**src/rtl/prio_irq_pkg.sv**
```systemverilog
package prio_irq_pkg;
  localparam int unsigned BUS_AW = 12;
  localparam int unsigned BUS_DW = 32;

  localparam logic [BUS_AW-1:0] OFS_SETEN  = 12'h100;
  localparam logic [BUS_AW-1:0] OFS_CLREN  = 12'h180;
  localparam logic [BUS_AW-1:0] OFS_SETPND = 12'h200;
  localparam logic [BUS_AW-1:0] OFS_CLRPND = 12'h280;
  localparam logic [BUS_AW-1:0] OFS_PRIO   = 12'h400;

  typedef enum logic [2:0] {
    SEL_NONE,
    SEL_SETEN,
    SEL_CLREN,
    SEL_SETPND,
    SEL_CLRPND,
    SEL_PRIO
  } reg_sel_e;

  function automatic logic [BUS_DW-1:0] lane_mask(input logic [BUS_DW/8-1:0] be);
    logic [BUS_DW-1:0] m;
    for (int k = 0; k < BUS_DW/8; k++) m[k*8 +: 8] = {8{be[k]}};
    return m;
  endfunction
endpackage

```
**src/rtl/pic_regs.sv**
```systemverilog
module pic_regs
  import prio_irq_pkg::*;
#(
  parameter int N_IRQ  = 32,
  parameter int PRIO_W = 2
) (
  input  logic                    clk,
  input  logic                    rst_n,
  input  logic                    bus_en,
  input  logic                    bus_we,
  input  logic [BUS_AW-1:0]       bus_addr,
  input  logic [BUS_DW-1:0]       bus_wdata,
  input  logic [BUS_DW/8-1:0]     bus_be,
  output logic [BUS_DW-1:0]       bus_rdata,
  input  logic [N_IRQ-1:0]        irq_line,
  input  logic [N_IRQ-1:0]        active_q,
  input  logic [N_IRQ-1:0]        take_vec,
  output logic [N_IRQ-1:0]        en_q,
  output logic [N_IRQ-1:0]        pend_q,
  output logic [N_IRQ*PRIO_W-1:0] prio_q
);
  localparam int LANES  = BUS_DW / 8;
  localparam int N_PREG = (N_IRQ + LANES - 1) / LANES;

  reg_sel_e          sel;
  logic [2:0]        pidx;
  logic              wr;
  logic              prio_wr;
  logic [BUS_DW-1:0] wmask;
  logic [N_IRQ-1:0]  set_en, clr_en, set_pnd, clr_pnd;

  // Address decode: word aligned offsets only
  always_comb begin
    pidx = bus_addr[4:2];
    sel  = SEL_NONE;
    if (bus_addr[1:0] == 2'b00) begin
      if (bus_addr == OFS_SETEN)       sel = SEL_SETEN;
      else if (bus_addr == OFS_CLREN)  sel = SEL_CLREN;
      else if (bus_addr == OFS_SETPND) sel = SEL_SETPND;
      else if (bus_addr == OFS_CLRPND) sel = SEL_CLRPND;
      else if (bus_addr[BUS_AW-1:5] == OFS_PRIO[BUS_AW-1:5] && int'(pidx) < N_PREG)
        sel = SEL_PRIO;
    end
  end

  assign wr      = bus_en && bus_we;
  assign wmask   = bus_wdata & lane_mask(bus_be);
  assign prio_wr = wr && (sel == SEL_PRIO) && (bus_be == '1);

  assign set_en  = (wr && sel == SEL_SETEN)  ? wmask[N_IRQ-1:0] : '0;
  assign clr_en  = (wr && sel == SEL_CLREN)  ? wmask[N_IRQ-1:0] : '0;
  assign set_pnd = (wr && sel == SEL_SETPND) ? wmask[N_IRQ-1:0] : '0;
  assign clr_pnd = (wr && sel == SEL_CLRPND) ? wmask[N_IRQ-1:0] : '0;

  // Enable and pending state
  always_ff @(posedge clk or negedge rst_n) begin
    if (!rst_n) begin
      en_q   <= '0;
      pend_q <= '0;
    end else begin
      en_q   <= (en_q & ~clr_en) | set_en;
      // lines re-pend only while not in service; an accepted bit always clears
      pend_q <= ((pend_q & ~clr_pnd) | set_pnd | (irq_line & ~active_q)) & ~take_vec;
    end
  end

  // Priority fields: top PRIO_W bits of each byte lane
  always_ff @(posedge clk or negedge rst_n) begin
    if (!rst_n) begin
      prio_q <= '0;
    end else if (prio_wr) begin
      for (int g = 0; g < N_IRQ; g++) begin
        if (pidx == 3'(g / LANES))
          prio_q[g*PRIO_W +: PRIO_W] <= bus_wdata[(g % LANES)*8 + 7 -: PRIO_W];
      end
    end
  end

  // Read mux
  always_comb begin
    bus_rdata = '0;
    if (bus_en && !bus_we) begin
      unique case (sel)
        SEL_SETEN, SEL_CLREN:   bus_rdata[N_IRQ-1:0] = en_q;
        SEL_SETPND, SEL_CLRPND: bus_rdata[N_IRQ-1:0] = pend_q;
        SEL_PRIO: begin
          for (int k = 0; k < LANES; k++) begin
            if (int'(pidx) * LANES + k < N_IRQ)
              bus_rdata[k*8 + 7 -: PRIO_W] = prio_q[(int'(pidx) * LANES + k)*PRIO_W +: PRIO_W];
          end
        end
        default: bus_rdata = '0;
      endcase
    end
  end
endmodule

```
**src/rtl/pic_arbiter.sv**
```systemverilog
module pic_arbiter #(
  parameter int N      = 32,
  parameter int PRIO_W = 2,
  parameter int IDX_W  = $clog2(N)
) (
  input  logic [N-1:0]        req,
  input  logic [N*PRIO_W-1:0] prio,
  output logic                found,
  output logic [IDX_W-1:0]    win_idx,
  output logic [PRIO_W-1:0]   win_prio
);
  localparam int NLVL = 1 << PRIO_W;

  logic [NLVL*N-1:0] lvl_hit;

  // One request mask per priority level
  for (genvar L = 0; L < NLVL; L++) begin : g_lvl
    for (genvar i = 0; i < N; i++) begin : g_bit
      assign lvl_hit[L*N + i] = req[i] && (prio[i*PRIO_W +: PRIO_W] == PRIO_W'(L));
    end
  end

  // Lowest populated level wins; inside it the lowest index wins.
  // Scanning downward lets the last hit overwrite earlier ones.
  always_comb begin
    logic [N-1:0] sl;
    found    = 1'b0;
    win_idx  = '0;
    win_prio = '0;
    for (int L = NLVL - 1; L >= 0; L--) begin
      sl = lvl_hit[L*N +: N];
      if (|sl) begin
        found    = 1'b1;
        win_prio = PRIO_W'(L);
        for (int i = N - 1; i >= 0; i--) begin
          if (sl[i]) win_idx = IDX_W'(i);
        end
      end
    end
  end
endmodule

```
**src/rtl/pic_active.sv**
```systemverilog
module pic_active #(
  parameter int N_IRQ = 32,
  parameter int IDX_W = $clog2(N_IRQ)
) (
  input  logic             clk,
  input  logic             rst_n,
  input  logic [N_IRQ-1:0] take_vec,
  input  logic             exc_ret,
  input  logic             ret_found,
  input  logic [IDX_W-1:0] ret_idx,
  output logic [N_IRQ-1:0] active_q
);
  logic [N_IRQ-1:0] ret_vec;

  always_comb begin
    ret_vec = '0;
    if (exc_ret && ret_found) ret_vec[ret_idx] = 1'b1;
  end

  always_ff @(posedge clk or negedge rst_n) begin
    if (!rst_n) active_q <= '0;
    else        active_q <= (active_q & ~ret_vec) | take_vec;
  end
endmodule

```
**src/rtl/prio_irq_ctrl.sv**
```systemverilog
module prio_irq_ctrl
  import prio_irq_pkg::*;
#(
  parameter int N_IRQ  = 32,
  parameter int PRIO_W = 2
) (
  input  logic                       clk,
  input  logic                       rst_n,
  input  logic                       bus_en,
  input  logic                       bus_we,
  input  logic [11:0]                bus_addr,
  input  logic [31:0]                bus_wdata,
  input  logic [3:0]                 bus_be,
  output logic [31:0]                bus_rdata,
  input  logic [N_IRQ-1:0]           irq_line,
  output logic                       irq_valid,
  input  logic                       irq_ready,
  output logic [$clog2(N_IRQ)-1:0]   irq_num,
  input  logic                       exc_ret,
  output logic [N_IRQ-1:0]           active_vec
);
  localparam int IDX_W = $clog2(N_IRQ);
  localparam int LVL_W = PRIO_W + 1;

  logic [N_IRQ-1:0]        en_q, pend_q, take_vec;
  logic [N_IRQ*PRIO_W-1:0] prio_q;
  logic                    cand_found, act_found;
  logic [IDX_W-1:0]        cand_idx, act_idx;
  logic [PRIO_W-1:0]       cand_prio, act_prio;
  logic [LVL_W-1:0]        exec_lvl;
  logic                    take;

  pic_regs #(.N_IRQ(N_IRQ), .PRIO_W(PRIO_W)) u_regs (
    .clk(clk), .rst_n(rst_n),
    .bus_en(bus_en), .bus_we(bus_we), .bus_addr(bus_addr),
    .bus_wdata(bus_wdata), .bus_be(bus_be), .bus_rdata(bus_rdata),
    .irq_line(irq_line), .active_q(active_vec), .take_vec(take_vec),
    .en_q(en_q), .pend_q(pend_q), .prio_q(prio_q)
  );

  // Winner among pending and enabled lines
  pic_arbiter #(.N(N_IRQ), .PRIO_W(PRIO_W), .IDX_W(IDX_W)) u_arb_pend (
    .req(pend_q & en_q), .prio(prio_q),
    .found(cand_found), .win_idx(cand_idx), .win_prio(cand_prio)
  );

  // Most urgent active interrupt: sets execution level and return target
  pic_arbiter #(.N(N_IRQ), .PRIO_W(PRIO_W), .IDX_W(IDX_W)) u_arb_act (
    .req(active_vec), .prio(prio_q),
    .found(act_found), .win_idx(act_idx), .win_prio(act_prio)
  );

  assign exec_lvl  = act_found ? {1'b0, act_prio} : LVL_W'(1 << PRIO_W);
  assign irq_valid = cand_found && ({1'b0, cand_prio} < exec_lvl);
  assign irq_num   = cand_idx;
  assign take      = irq_valid && irq_ready;

  always_comb begin
    take_vec = '0;
    if (take) take_vec[cand_idx] = 1'b1;
  end

  pic_active #(.N_IRQ(N_IRQ), .IDX_W(IDX_W)) u_active (
    .clk(clk), .rst_n(rst_n), .take_vec(take_vec),
    .exc_ret(exc_ret), .ret_found(act_found), .ret_idx(act_idx),
    .active_q(active_vec)
  );
endmodule

```
**config.mk**
```make
export PLATFORM = sky130hd
export DESIGN_NAME = prio_irq_ctrl
export DESIGN_NICKNAME = d
export VERILOG_FILES = /design/src/rtl/prio_irq_pkg.sv /design/src/rtl/pic_regs.sv /design/src/rtl/pic_arbiter.sv /design/src/rtl/pic_active.sv /design/src/rtl/prio_irq_ctrl.sv
export SDC_FILE = /design/constraint.sdc
export NUM_CORES = 1
export LEC_CHECK = 0
export BUFFER_PORTS_ARGS = -buffer_cell sky130_fd_sc_hd__buf_4
export CAP_MARGIN = 20
export CORE_ASPECT_RATIO = 1.1
export CORE_UTILIZATION = 30
export CTS_CLUSTER_SIZE = 28
export DETAILED_ROUTE_END_ITERATION = 6
export GPL_ROUTABILITY_DRIVEN = 0
export GPL_TIMING_DRIVEN = 0
export SYNTH_ARGS = -nofsm -noshare
export SYNTH_HDL_FRONTEND = slang
export SYNTH_HIERARCHICAL = 1
export SYNTH_SLANG_ARGS = --single-unit
```
**constraint.sdc**
```tcl
create_clock -name clk -period 4.9 [get_ports clk]
set_input_delay 0.98 -clock clk [delete_from_list [all_inputs] [get_ports clk]]
set_output_delay 0.98 -clock clk [all_outputs]
set_load 0.1 [all_outputs]
```
==> metrics.md <==
| Metric | Value |
|---|---|
| Syn-to-layout area delta | `20.36%` |
| Wire length per cell | `28.22 um` |
| First-pass GRT wire length | `105.2 mm` |
| Cell row count | `84` |
| Top cells by count, synth | `nor2_1 (172), nand2_1 (166), dfrtp_1 (160)` |
| Clk buf depth | `2` |
| CP peak stage delay | `0.63 ns` |
| Sequence of cells on the critical path | `nand3_1 > nand4_1 > or4_1 > nor3_4 > and2_4 > nand3_4 > buf_6 > nand2_1 > ha_1 > inv_1 > o21bai_4 > a21boi_2 > buf_12` |
| CP max FO | `12` |
| Max_cap viols | `0` |
| Tot Pwr | `3.204 mW` |
| Hold buffer count at cts | `0` |
| Share of the synthesized area in the top cell type | `27.34%` |
| Netlist cell types | `91` |
| Clk Latency, worst-skew pair | `0.44 ns` |
| Seq/Total Area, Yosys | `27.34%` |
| Routed vias | `17380` |
| Share of cells above drive strength 1 | `23.03%` |
| Mapped cell area | `14650 sq um` |
| Hold Crit Class | `in -> async` |
| DIE AREA | `49710 sq um` |
| Ports | `156` |
| Failing checks | `design-rule violations` |
| Initial antenna violation count | `2` |
| Peak VDD IR | `244.3 uV` |
| DRT Pass-1 Iters | `7` |
| Clock Sinks | `160` |
| Total track usage | `28.92%` |
| Max Freq | `0.2062 GHz` |
| YS warnings | `6` |
| Post-route DRC | `4` |
| Core Area | `48030 sq um` |
| PortBufs | `141` |
| Cell Pwr Density | `181.8 nW/um^2` |
| CTS Buf Count | `17` |
| Pin count of the biggest net entering global routing | `88` |
| Width of the die | `212.7 um` |
| Slew margin rel. | `34.50%` |
| Most frequent cell after synthesis | `nor2_1` |
| Synth area leader | `dfrtp_1` |
| Gate Count Post-Synth | `1778` |
| Final Hold Fails | `0` |
| Number of global-route vias before repair | `16180` |
| Share of the clock period used by the worst path | `98.97%` |
| Slowest cell on the critical path | `dfrtp_1` |
| CP bufs+invs | `3` |
| Syn Nets | `1865` |
| Critical Path Start Type | `register` |
| Crit path required time | `3.92 ns` |
| Synth area leaders | `dfrtp_1 (27%), mux2_2 (5.3%), nor2_1 (4.4%)` |
| Root buf cell | `clkbuf_16` |
| Placed insts | `2565` |
| Grt total ovfl | `0` |
| Nets | `2041` |
| Setup-failing EPs final | `0` |
| Skew final | `0.009967 ns` |
| Worst-margin pin slew | `0.9749 ns` |
| Fillers | `4985` |
| Syn Area/Cell | `8.238 sq um` |
| Starting DRC count in detailed routing | `2724` |
| Worst Path Arrival | `3.87 ns` |
| Post-synth EDFFs | `0` |
| Antenna Violating Nets Remaining | `0` |
| DIE HEIGHT | `233.7 um` |
| CTS H-tree lvls | `4` |
| Crit path time final | `4.849 ns` |
| Post-synth top flop | `dfrtp_1` |
| Clock Pin Slew Worst Setup and Hold Paths | `0.07 ns` |
| RSZ-0062 raised after global routing | `true` |
| Ys async rst share | `100.0%` |
| CP Class | `reg -> out` |
| Max-slew violations | `0` |
| Routed WL | `73.75 mm` |
| Vias per cell | `6.652` |
| Status | `finished with violations` |
| Yosys reg bits | `160` |
| Initial core utilization | `30.49%` |
| Setup crit end kind | `output port` |
| Hold slack | `0.5097 ns` |
| Non-filler instance count after layout | `2613` |
| Delay-heaviest family, CP | `simple AND/OR/NAND/NOR gates` |
| CTS tree | `done` |
| Pleak | `7.604 nW` |
| Hpwl dp | `55.63 mm` |
==> cells in the final DEF (no fill, tap or decap), types with 10 or more instances in the layout <==
master and count:
a211oi_1 16, a21oi_1 43, a22oi_1 29, a31oi_1 68
a41oi_2 15, and2_1 52, and3_1 28, and3b_1 38
buf_4 160, clkbuf_1 56, clkbuf_16 17, dfrtp_1 116
dfrtp_2 40, inv_1 33, mux2_2 69, mux4_2 16
nand2_1 166, nand2b_1 49, nand3_1 79, nand3b_1 84
nand4_1 70, nor2_1 172, nor2b_1 23, nor3_1 34
nor3b_1 49, nor4_1 20, o2111ai_1 10, o211ai_1 19
o21ai_0 62, o31ai_1 76, or3b_1 20, or3b_2 11
==> sequential cells by signal (all words and copies together) (netlist names) <==
signal	flops
u_regs/prio_q	64
u_regs/pend_q	32
u_regs/en_q	32
u_active/active_q	32
==> worst register-to-register path, delay by kind of cell (launching register included) <==
kind	cells	cell delay, ns
DFF	1	0.39
buffers and inverters	2	0.41
AOI/OAI and AO/OA	4	1.27
and+or+nand+nor	9	2.21
==> per-layer routing <==
metal | share of wire, % | routed length (um) | vias to the layer above | GRT usage, %
li1 | - | - | 7233 | -
met1 | 37 | 27080 | 8361 | 35.13
met2 | 43 | 31680 | 1439 | 44.70
met3 | 12 | 9148 | 346 | 7.901
met4 | 7.9 | 5828 | 2 | 19.33
met5 | 0.015 | 11 | - | 0
==> logic make-up after synthesis <==
| kind of cell | count (synthesis) | synth area share [%] |
|---|---|---|
| compound gates | 437 | 22.01 |
| xor+xnor | 1 | 0.05981 |
| fa+ha+maj | 1 | 0.08541 |
| buf+inv | 111 | 3.400 |
| flops | 160 | 27.34 |
| mux | 88 | 7.970 |
| simple gates | 980 | 39.13 |
==> final cells by class <==
class	instances	area [sq um]	area share, %
multi-input combinational	1507	10380	58.90
sequential	160	4069	23.08
timing repair buffer	157	1231	6.984
tap	645	807.0	4.578
clock buffer	20	446.7	2.534
buffer	78	380.4	2.158
clock inverter	12	185.2	1.050
inverter	33	123.9	0.7027
antenna	1	2.502	0.01420
==> power by group <==
part | switching, mW | internal (mW) | total, mW | leakage [nW]
clock | 0.577 | 0.870 | 1.45 | 0.304
combinational | 0.286 | 0.132 | 0.417 | 5.31
sequential | 0.0143 | 1.33 | 1.34 | 1.99
==> timing repair <==
item                                   4_1_cts  5_1_grt
pin swaps                                    0        7
endpoints found under the hold margin        0        0
setup endpoints to repair                    3        5
buffers inserted                             5       10
resized for setup                           47       41
==> through the flow <==
stage / TNS (ns) / worst slack (ns) / cell area [sq um] / utilization (%)
floorplan: -0.9883 / -0.1728 / 14690 / -
global placement: -0.2788 / -0.2788 / 16550 / 34.46
detailed placement: -0.3351 / -0.3351 / 16590 / 34.53
CTS: -0.04834 / -0.04834 / 17400 / 36.23
global route: -0.05390 / -0.05390 / 17630 / 36.70
finish: 0 / 0.05057 / 17630 / 36.70
==> worst paths after layout <==
kind	startpoint	end	slack, ns	cells past startpoint
worst min register to register	u_regs/en_q[29]	u_regs/en_q[29]	0.53	2
worst min-delay path	rst_n	u_regs/en_q[17]	0.51	1
min in group clk	u_regs/en_q[29]	u_regs/en_q[29]	0.53	2
max in group asynchronous	rst_n	u_regs/prio_q[6]	3.54	2
worst max register to register	u_regs/pend_q[13]	u_active/active_q[18]	0.52	15
worst max-delay path	u_regs/prio_q[35]	irq_valid	0.05	13
Power figures use the tool's default switching activity.
